`src/rtl/swd_host_pkg.sv`:
```
package swd_host_pkg;

    localparam int DATA_W   = 32;
    localparam int HDR_BITS = 8;
    localparam int RSP_BITS = 3;
    localparam int CNT_W    = $clog2(DATA_W + 2);

    localparam logic [RSP_BITS-1:0] RSP_OK    = 3'b001;
    localparam logic [RSP_BITS-1:0] RSP_WAIT  = 3'b010;
    localparam logic [RSP_BITS-1:0] RSP_FAULT = 3'b100;

    typedef enum logic [2:0] {
        PH_IDLE,
        PH_HDR,
        PH_TRN_HDR,
        PH_RSP,
        PH_RD_DATA,
        PH_TRN_WR,
        PH_WR_DATA,
        PH_TRN_END
    } phase_e;

    typedef struct packed {
        logic              ap;
        logic              rnw;
        logic [1:0]        addr;
        logic [DATA_W-1:0] wdata;
    } cmd_t;

    typedef struct packed {
        logic [DATA_W-1:0]   rdata;
        logic [RSP_BITS-1:0] rsp;
        logic                proto_err;
        logic                parity_err;
    } result_t;

    function automatic logic [HDR_BITS-1:0] make_header(input cmd_t c);
        logic [HDR_BITS-1:0] h;
        h    = '0;
        h[0] = 1'b1;
        h[1] = c.ap;
        h[2] = c.rnw;
        h[3] = c.addr[0];
        h[4] = c.addr[1];
        h[5] = c.ap ^ c.rnw ^ c.addr[0] ^ c.addr[1];
        h[6] = 1'b0;
        h[7] = 1'b1;
        return h;
    endfunction

    function automatic logic word_parity(input logic [DATA_W-1:0] w);
        return ^w;
    endfunction

    function automatic logic rsp_defined(input logic [RSP_BITS-1:0] r);
        return (r == RSP_OK) || (r == RSP_WAIT) || (r == RSP_FAULT);
    endfunction

endpackage

```
`src/rtl/swd_bit_timer.sv`:
```
module swd_bit_timer #(
    parameter int HALF_PERIOD = 2
) (
    input  logic clk,
    input  logic rst,
    input  logic run,
    output logic swclk,
    output logic rise_stb,
    output logic end_stb
);
    localparam int PERIOD = 2 * HALF_PERIOD;
    localparam int TW     = (PERIOD > 2) ? $clog2(PERIOD) : 1;
    localparam logic [TW-1:0] RISE_AT = TW'(HALF_PERIOD - 1);
    localparam logic [TW-1:0] END_AT  = TW'(PERIOD - 1);

    logic [TW-1:0] tick;

    assign rise_stb = run && (tick == RISE_AT);
    assign end_stb  = run && (tick == END_AT);

    always_ff @(posedge clk) begin
        if (rst || !run) begin
            tick  <= '0;
            swclk <= 1'b0;
        end else begin
            if (end_stb) begin
                tick  <= '0;
                swclk <= 1'b0;
            end else begin
                tick <= tick + 1'b1;
                if (rise_stb) swclk <= 1'b1;
            end
        end
    end
endmodule

```
`src/rtl/swd_seq.sv`:
```
module swd_seq
    import swd_host_pkg::*;
(
    input  logic                clk,
    input  logic                rst,
    input  logic                start,
    input  logic                cmd_rnw,
    input  logic                end_stb,
    input  logic [RSP_BITS-1:0] rsp_rx,
    output phase_e              phase,
    output logic                load,
    output logic                finish,
    output logic                busy,
    output logic                done,
    output logic                rnw_q
);
    localparam logic [CNT_W-1:0] HDR_LAST  = CNT_W'(HDR_BITS - 1);
    localparam logic [CNT_W-1:0] RSP_LAST  = CNT_W'(RSP_BITS - 1);
    localparam logic [CNT_W-1:0] DATA_LAST = CNT_W'(DATA_W);

    logic [CNT_W-1:0] bit_cnt;
    logic             last_bit;
    phase_e           nxt;

    always_comb begin
        unique case (phase)
            PH_HDR:                         last_bit = (bit_cnt == HDR_LAST);
            PH_RSP:                         last_bit = (bit_cnt == RSP_LAST);
            PH_RD_DATA, PH_WR_DATA:         last_bit = (bit_cnt == DATA_LAST);
            PH_TRN_HDR, PH_TRN_WR, PH_TRN_END: last_bit = 1'b1;
            default:                        last_bit = 1'b0;
        endcase
    end

    assign load   = (phase == PH_IDLE) && start;
    assign finish = end_stb && last_bit &&
                    ((phase == PH_TRN_END) || (phase == PH_WR_DATA));
    assign busy   = (phase != PH_IDLE);

    always_comb begin
        nxt = phase;
        if (load) begin
            nxt = PH_HDR;
        end else if (end_stb && last_bit) begin
            unique case (phase)
                PH_HDR:     nxt = PH_TRN_HDR;
                PH_TRN_HDR: nxt = PH_RSP;
                PH_RSP: begin
                    if (rsp_rx != RSP_OK) nxt = PH_TRN_END;
                    else if (rnw_q)       nxt = PH_RD_DATA;
                    else                  nxt = PH_TRN_WR;
                end
                PH_RD_DATA: nxt = PH_TRN_END;
                PH_TRN_WR:  nxt = PH_WR_DATA;
                PH_WR_DATA: nxt = PH_IDLE;
                PH_TRN_END: nxt = PH_IDLE;
                default:    nxt = PH_IDLE;
            endcase
        end
    end

    always_ff @(posedge clk) begin
        if (rst) begin
            phase   <= PH_IDLE;
            bit_cnt <= '0;
            done    <= 1'b0;
            rnw_q   <= 1'b0;
        end else begin
            phase <= nxt;
            done  <= finish;
            if (load) rnw_q <= cmd_rnw;
            if (load || (end_stb && last_bit)) bit_cnt <= '0;
            else if (end_stb)                  bit_cnt <= bit_cnt + 1'b1;
        end
    end
endmodule

```
`src/rtl/swd_datapath.sv`:
```
module swd_datapath
    import swd_host_pkg::*;
(
    input  logic                clk,
    input  logic                rst,
    input  logic                load,
    input  logic                finish,
    input  logic                rise_stb,
    input  logic                end_stb,
    input  phase_e              phase,
    input  logic                rnw_q,
    input  cmd_t                cmd,
    input  logic                swdio_in,
    output logic                swdio_out,
    output logic                swdio_oe,
    output logic [RSP_BITS-1:0] rsp_rx,
    output result_t             res
);
    logic [HDR_BITS-1:0] hdr_sh;
    logic [DATA_W:0]     wr_sh;
    logic [DATA_W:0]     rd_sh;
    logic                rd_ok;

    always_comb begin
        unique case (phase)
            PH_HDR:     begin swdio_oe = 1'b1; swdio_out = hdr_sh[0]; end
            PH_WR_DATA: begin swdio_oe = 1'b1; swdio_out = wr_sh[0];  end
            default:    begin swdio_oe = 1'b0; swdio_out = 1'b0;      end
        endcase
    end

    // transmit shifters advance at the falling edge that closes a bit
    always_ff @(posedge clk) begin
        if (rst) begin
            hdr_sh <= '0;
            wr_sh  <= '0;
        end else if (load) begin
            hdr_sh <= make_header(cmd);
            wr_sh  <= {word_parity(cmd.wdata), cmd.wdata};
        end else if (end_stb) begin
            if (phase == PH_HDR)     hdr_sh <= {1'b0, hdr_sh[HDR_BITS-1:1]};
            if (phase == PH_WR_DATA) wr_sh  <= {1'b0, wr_sh[DATA_W:1]};
        end
    end

    // receive shifters capture at the rising edge
    always_ff @(posedge clk) begin
        if (rst || load) begin
            rsp_rx <= '0;
            rd_sh  <= '0;
        end else if (rise_stb) begin
            if (phase == PH_RSP)     rsp_rx <= {swdio_in, rsp_rx[RSP_BITS-1:1]};
            if (phase == PH_RD_DATA) rd_sh  <= {swdio_in, rd_sh[DATA_W:1]};
        end
    end

    assign rd_ok = rnw_q && (rsp_rx == RSP_OK);

    always_ff @(posedge clk) begin
        if (rst) begin
            res <= '0;
        end else if (finish) begin
            res.rsp        <= rsp_rx;
            res.proto_err  <= !rsp_defined(rsp_rx);
            res.rdata      <= rd_ok ? rd_sh[DATA_W-1:0] : '0;
            res.parity_err <= rd_ok && (rd_sh[DATA_W] != word_parity(rd_sh[DATA_W-1:0]));
        end
    end
endmodule

```
`src/rtl/swd_host_engine.sv`:
```
module swd_host_engine
    import swd_host_pkg::*;
#(
    parameter int HALF_PERIOD = 2
) (
    input  logic                clk,
    input  logic                rst,
    input  logic                start,
    input  logic                cmd_ap,
    input  logic                cmd_rnw,
    input  logic [1:0]          cmd_addr,
    input  logic [DATA_W-1:0]   cmd_wdata,
    output logic                busy,
    output logic                done,
    output logic [DATA_W-1:0]   rdata,
    output logic [RSP_BITS-1:0] ack_code,
    output logic                proto_err,
    output logic                parity_err,
    output logic                swclk,
    output logic                swdio_out,
    output logic                swdio_oe,
    input  logic                swdio_in
);
    phase_e              cur_phase;
    logic                load, finish, rnw_q;
    logic                rise_stb, end_stb;
    logic [RSP_BITS-1:0] rsp_rx;
    cmd_t                cmd;
    result_t             res;

    assign cmd = '{ap: cmd_ap, rnw: cmd_rnw, addr: cmd_addr, wdata: cmd_wdata};

    swd_bit_timer #(.HALF_PERIOD(HALF_PERIOD)) u_timer (
        .clk      (clk),
        .rst      (rst),
        .run      (busy),
        .swclk    (swclk),
        .rise_stb (rise_stb),
        .end_stb  (end_stb)
    );

    swd_seq u_seq (
        .clk     (clk),
        .rst     (rst),
        .start   (start),
        .cmd_rnw (cmd_rnw),
        .end_stb (end_stb),
        .rsp_rx  (rsp_rx),
        .phase   (cur_phase),
        .load    (load),
        .finish  (finish),
        .busy    (busy),
        .done    (done),
        .rnw_q   (rnw_q)
    );

    swd_datapath u_dp (
        .clk       (clk),
        .rst       (rst),
        .load      (load),
        .finish    (finish),
        .rise_stb  (rise_stb),
        .end_stb   (end_stb),
        .phase     (cur_phase),
        .rnw_q     (rnw_q),
        .cmd       (cmd),
        .swdio_in  (swdio_in),
        .swdio_out (swdio_out),
        .swdio_oe  (swdio_oe),
        .rsp_rx    (rsp_rx),
        .res       (res)
    );

    assign rdata      = res.rdata;
    assign ack_code   = res.rsp;
    assign proto_err  = res.proto_err;
    assign parity_err = res.parity_err;
endmodule

```
`config.mk`:
```
export PLATFORM = sky130hd
export DESIGN_NAME = swd_host_engine
export DESIGN_NICKNAME = d
export VERILOG_FILES = /design/src/rtl/swd_host_pkg.sv /design/src/rtl/swd_bit_timer.sv /design/src/rtl/swd_seq.sv /design/src/rtl/swd_datapath.sv /design/src/rtl/swd_host_engine.sv
export SDC_FILE = /design/constraint.sdc
export NUM_CORES = 1
export LEC_CHECK = 0
export BUFFER_PORTS_ARGS = -buffer_cell sky130_fd_sc_hd__buf_4
export CAP_MARGIN = 20
export CORE_ASPECT_RATIO = 1.2
export CORE_MARGIN = 5
export CORE_UTILIZATION = 54
export CTS_BUF_LIST = sky130_fd_sc_hd__clkbuf_8
export DETAILED_ROUTE_END_ITERATION = 8
export PLACE_DENSITY = 0.79
export SLEW_MARGIN = 20
export SYNTH_ARGS = -nofsm -noshare
export SYNTH_HDL_FRONTEND = slang
export SYNTH_HIERARCHICAL = 1
export SYNTH_SLANG_ARGS = --single-unit
```
`constraint.sdc`:
```
create_clock -name clk -period 2.2 [get_ports clk]
set_input_delay 0.22 -clock clk [delete_from_list [all_inputs] [get_ports clk]]
set_output_delay 0.22 -clock clk [all_outputs]
set_load 0.05 [all_outputs]
```
==> flow_metrics.py <==
metrics = {
    "status": {
        "outcome": "complete, no violations",
    },
    "logic_synthesis": {
        "synth_warnings": 6,
        "synthesis.instances": 714,
        "ys_seq_area_share_pct": 43.1,
        "async_reset_ff_share_pct": 0,
        "synth_top_cell_area_share_pct": 43.1,
        "synth_edf_count": 0,
        "synth_top_area_cell": "dfxtp_1",
        "ys_ff_latch": 128,
        "avgSynthCellArea_um2": 8.33,
        "yosys_most_used_dff": "dfxtp_1",
        "synthTopCellsByArea": "dfxtp_1 (43%), a21oi_1 (9.8%), xnor2_1 (8.5%), nor2_1 (7.6%), mux2i_1 (6.7%)",
        "synthesis.area_um2": 5950,
        "syn_nets": 757,
        "synth.distinct_cells": 54,
    },
    "routing": {
        "route.detailed.drc": 0,
        "wire_per_inst_um": 15.0,
        "vias": 5147,
        "viasPerCell": 5.49,
        "routed-wl-met2_um": 7170,
        "wl_met1_um": 5590,
        "drt-total-wl_um": 14000,
        "top_layer_used": "met4",
        "detail-route-antenna-nets": 0,
        "dr.pass1.iters": 7,
        "wl_met3_um": 904,
        "drtIter0Drc": 338,
    },
    "timing": {
        "rsz0062_at_grt": "true",
        "slew_violations": 0,
        "worst_hold_slack_ns": 0.0394,
        "timing.final.crit_share_pct": 97.1,
        "tightest_slew_ns": 0.479,
        "fin_ws_ns": 0.0639,
        "hold_violations": 0,
        "fmax_mhz": 468,
        "clock_skew_ns": 0.0133,
        "slew_headroom_pct": 68.1,
        "setup_viol": 0,
        "min_period_ns": 2.14,
    },
    "job": {
        "drv_cap": 0,
    },
    "placement": {
        "dp_hpwl_um": 8920,
        "postPlaceCellArea_um2": 6840,
        "dp_cells": 896,
        "routabilityCongestion": 0.837,
        "dp_slack_ns": 0.0724,
        "port_buffers": 81,
    },
    "power": {
        "p_leak_nw": 3.16,
        "power_density_nw_per_um2": 673,
        "ir_worst_vdd_uv": 472,
        "p_total_mw": 4.98,
    },
    "die": {
        "core.rowCount": 42,
        "ios": 82,
        "die_h_um": 125,
        "core-area_um2": 10900,
        "start_util_pct": 54.4,
        "dieArea_um2": 13200,
        "die_w_um": 106,
    },
    "worst_setup_path": {
        "crit_slowest_cell": "dfxtp_4",
        "start_kind": "flop",
        "timing.critical_path.cells": "and2b_2, a211oi_4, a31oi_4, nor2_4, nand3b_1, nor3b_4, buf_4, clkbuf_16, a21oi_1, nor2_1",
        "arrival_ns": 2.50,
        "worstSetupPathDepth": 10,
        "worstPathRequired_ns": 2.56,
        "cp_top_family": "simple AND/OR/NAND/NOR gates",
        "end_kind": "flop",
        "worst-path-buf-inv": 2,
        "r2r_cells": 10,
        "cp_max_fo": 10,
        "critPathKind": "reg -> reg",
        "max_stage_delay_ns": 0.38,
    },
    "cts": {
        "clk_latency_ns": 0.43,
        "hold_buffers": 0,
        "root_buffer": "clkbuf_8",
        "clock_path_buffers": 2,
        "cts_tree": "done",
        "clk_pin_slew_ns": 0.07,
        "cts_htree_levels": 4,
        "numCtsBuffers": 17,
        "cts_num_sinks": 128,
    },
    "final_layout": {
        "layout-drive-gt1-share_pct": 23.7,
        "finalInstanceArea_um2": 7410,
        "final_nets": 836,
        "synthToLayoutAreaGrowth_pct": 24.6,
        "fin_cells": 937,
        "n_antenna_cell": 0,
    },
    "min_path": {
        "hold_path_depth": 3,
        "hold_path.class": "in -> reg",
    },
    "global_route": {
        "grt_pass1_wl_um": 22100,
        "grt_pass1_vias": 4924,
        "grt_max_degree": 47,
        "overflow": 0,
        "antenna_found_initial": 0,
        "grt_use_total_pct": 19.9,
    },
}
-- layer usage --
layer | vias up | track usage [%]
met2 | 188 | 35.1
met3 | 39 | 4.43
li1 | 2516 | -
met5 | - | 0
met1 | 2404 | 23.2
met4 | 0 | 8.08
-- flip-flops by register name, indices dropped and copies added (netlist names), 2 cells and up --
signal / flops
u_seq/phase: 3
u_seq/bit_cnt: 6
u_dp/hdr_sh: 8
u_dp/rsp_rx: 3
u_dp/res: 37
u_timer/tick: 2
u_dp/rd_sh: 33
u_dp/wr_sh: 33
-- layout by cell type (no fill, tap or decap), drive strengths merged, types with 2 or more instances in the layout --
| master | count |
|---|---|
| clkbuf | 22 |
| buf | 102 |
| nand2b | 4 |
| nor2 | 122 |
| and3 | 2 |
| o21ai | 7 |
| nor3b | 2 |
| a21oi | 116 |
| and2b | 2 |
| xnor2 | 59 |
| and2 | 3 |
| a22o | 2 |
| clkinv | 5 |
| nor3 | 5 |
| nand2 | 86 |
| nand3 | 3 |
| nand3b | 2 |
| or2 | 2 |
| nor2b | 38 |
| nand4 | 2 |
| ha | 3 |
| mux2i | 40 |
| o21a | 2 |
| nor4bb | 2 |
| dfxtp | 128 |
| bufinv | 3 |
| inv | 7 |
| xor2 | 12 |
| clkinvlp | 2 |
| a211oi | 8 |
-- synth_stat cells (2+ instances only) --
master / n
nor2_1: 121
and2_2: 2
xor2_1: 12
nand2b_1: 4
or2_2: 2
mux2i_1: 40
buf_6: 2
nor3_1: 4
nand4_1: 2
o21ai_0: 5
ha_1: 3
a22o_1: 2
a21oi_1: 116
buf_4: 4
nor3b_1: 2
o21ai_1: 2
a211oi_1: 6
xnor2_1: 58
nand2_1: 86
nor2b_1: 37
inv_1: 4
nor4bb_1: 2
clkbuf_1: 33
buf_2: 4
o21a_1: 2
buf_1: 2
nand3_1: 3
dfxtp_1: 128
-- worst min-delay path: cells and delay by family --
family	cells	cell delay, ns
buffers and inverters	1	0.09
and+or+nand+nor	1	0.07
AOI/OAI and AO/OA	1	0.05
-- layout make-up --
class | instances | area [µm²]
clock buffers | 19 | 262
clock inverters | 12 | 143
fillers | 853 | 3520
inverters | 5 | 22.5
multi-input cells | 536 | 3360
flip-flops and latches | 128 | 2570
well taps | 132 | 165
repair buffers | 105 | 895
-- cells by family (layout without fill, tap and decap cells) --
| group | Yosys count | after routing | share of synthesized area [%] |
|---|---|---|---|
| simple gates | 280 | 280 | 21.7 |
| compound gates | 141 | 141 | 13.2 |
| flops | 128 | 128 | 43.1 |
| xor+xnor | 72 | 72 | 11.0 |
| buf+inv | 50 | 141 | 3.74 |
| mux | 40 | 40 | 6.73 |
| fa+ha+maj | 3 | 3 | 0.631 |
-- timing repair --
item,in CTS,in global routing
resized for setup,0,8
endpoints found under the setup margin,0,41
buffers inserted,0,6
-- report_power, final --
part / internal (mW) / leakage (nW) / switching, mW / total (mW)
Clock: 1.16 / 0.214 / 0.869 / 2.03
Sequential: 2.38 / 1.04 / 0.0339 / 2.41
Combinational: 0.246 / 1.90 / 0.294 / 0.541
-- metrics by stage --
stage | utilization (%) | setup TNS, ns
floorplan | - | -1.85
global placement | 62.6 | 0
detailed placement | 62.6 | 0
CTS | 66.3 | 0
global route | 67.8 | -0.0701
finish | 67.8 | 0
-- final timing paths --
path / start / endpoint / slack (ns)
max reg2reg: u_seq/phase[2]$_SDFFE_PP0P_ / u_dp/res[30]$_SDFFE_PP0P_ / 0.06
min reg2reg: u_timer/tick[0]$_SDFF_PP0_ / u_timer/tick[0]$_SDFF_PP0_ / 0.48
max: u_seq/phase[2]$_SDFFE_PP0P_ / u_dp/res[30]$_SDFFE_PP0P_ / 0.06
min: cmd_wdata[28] / u_dp/wr_sh[28]$_SDFFE_PP0P_ / 0.04
Power figures use the tool's default switching activity.
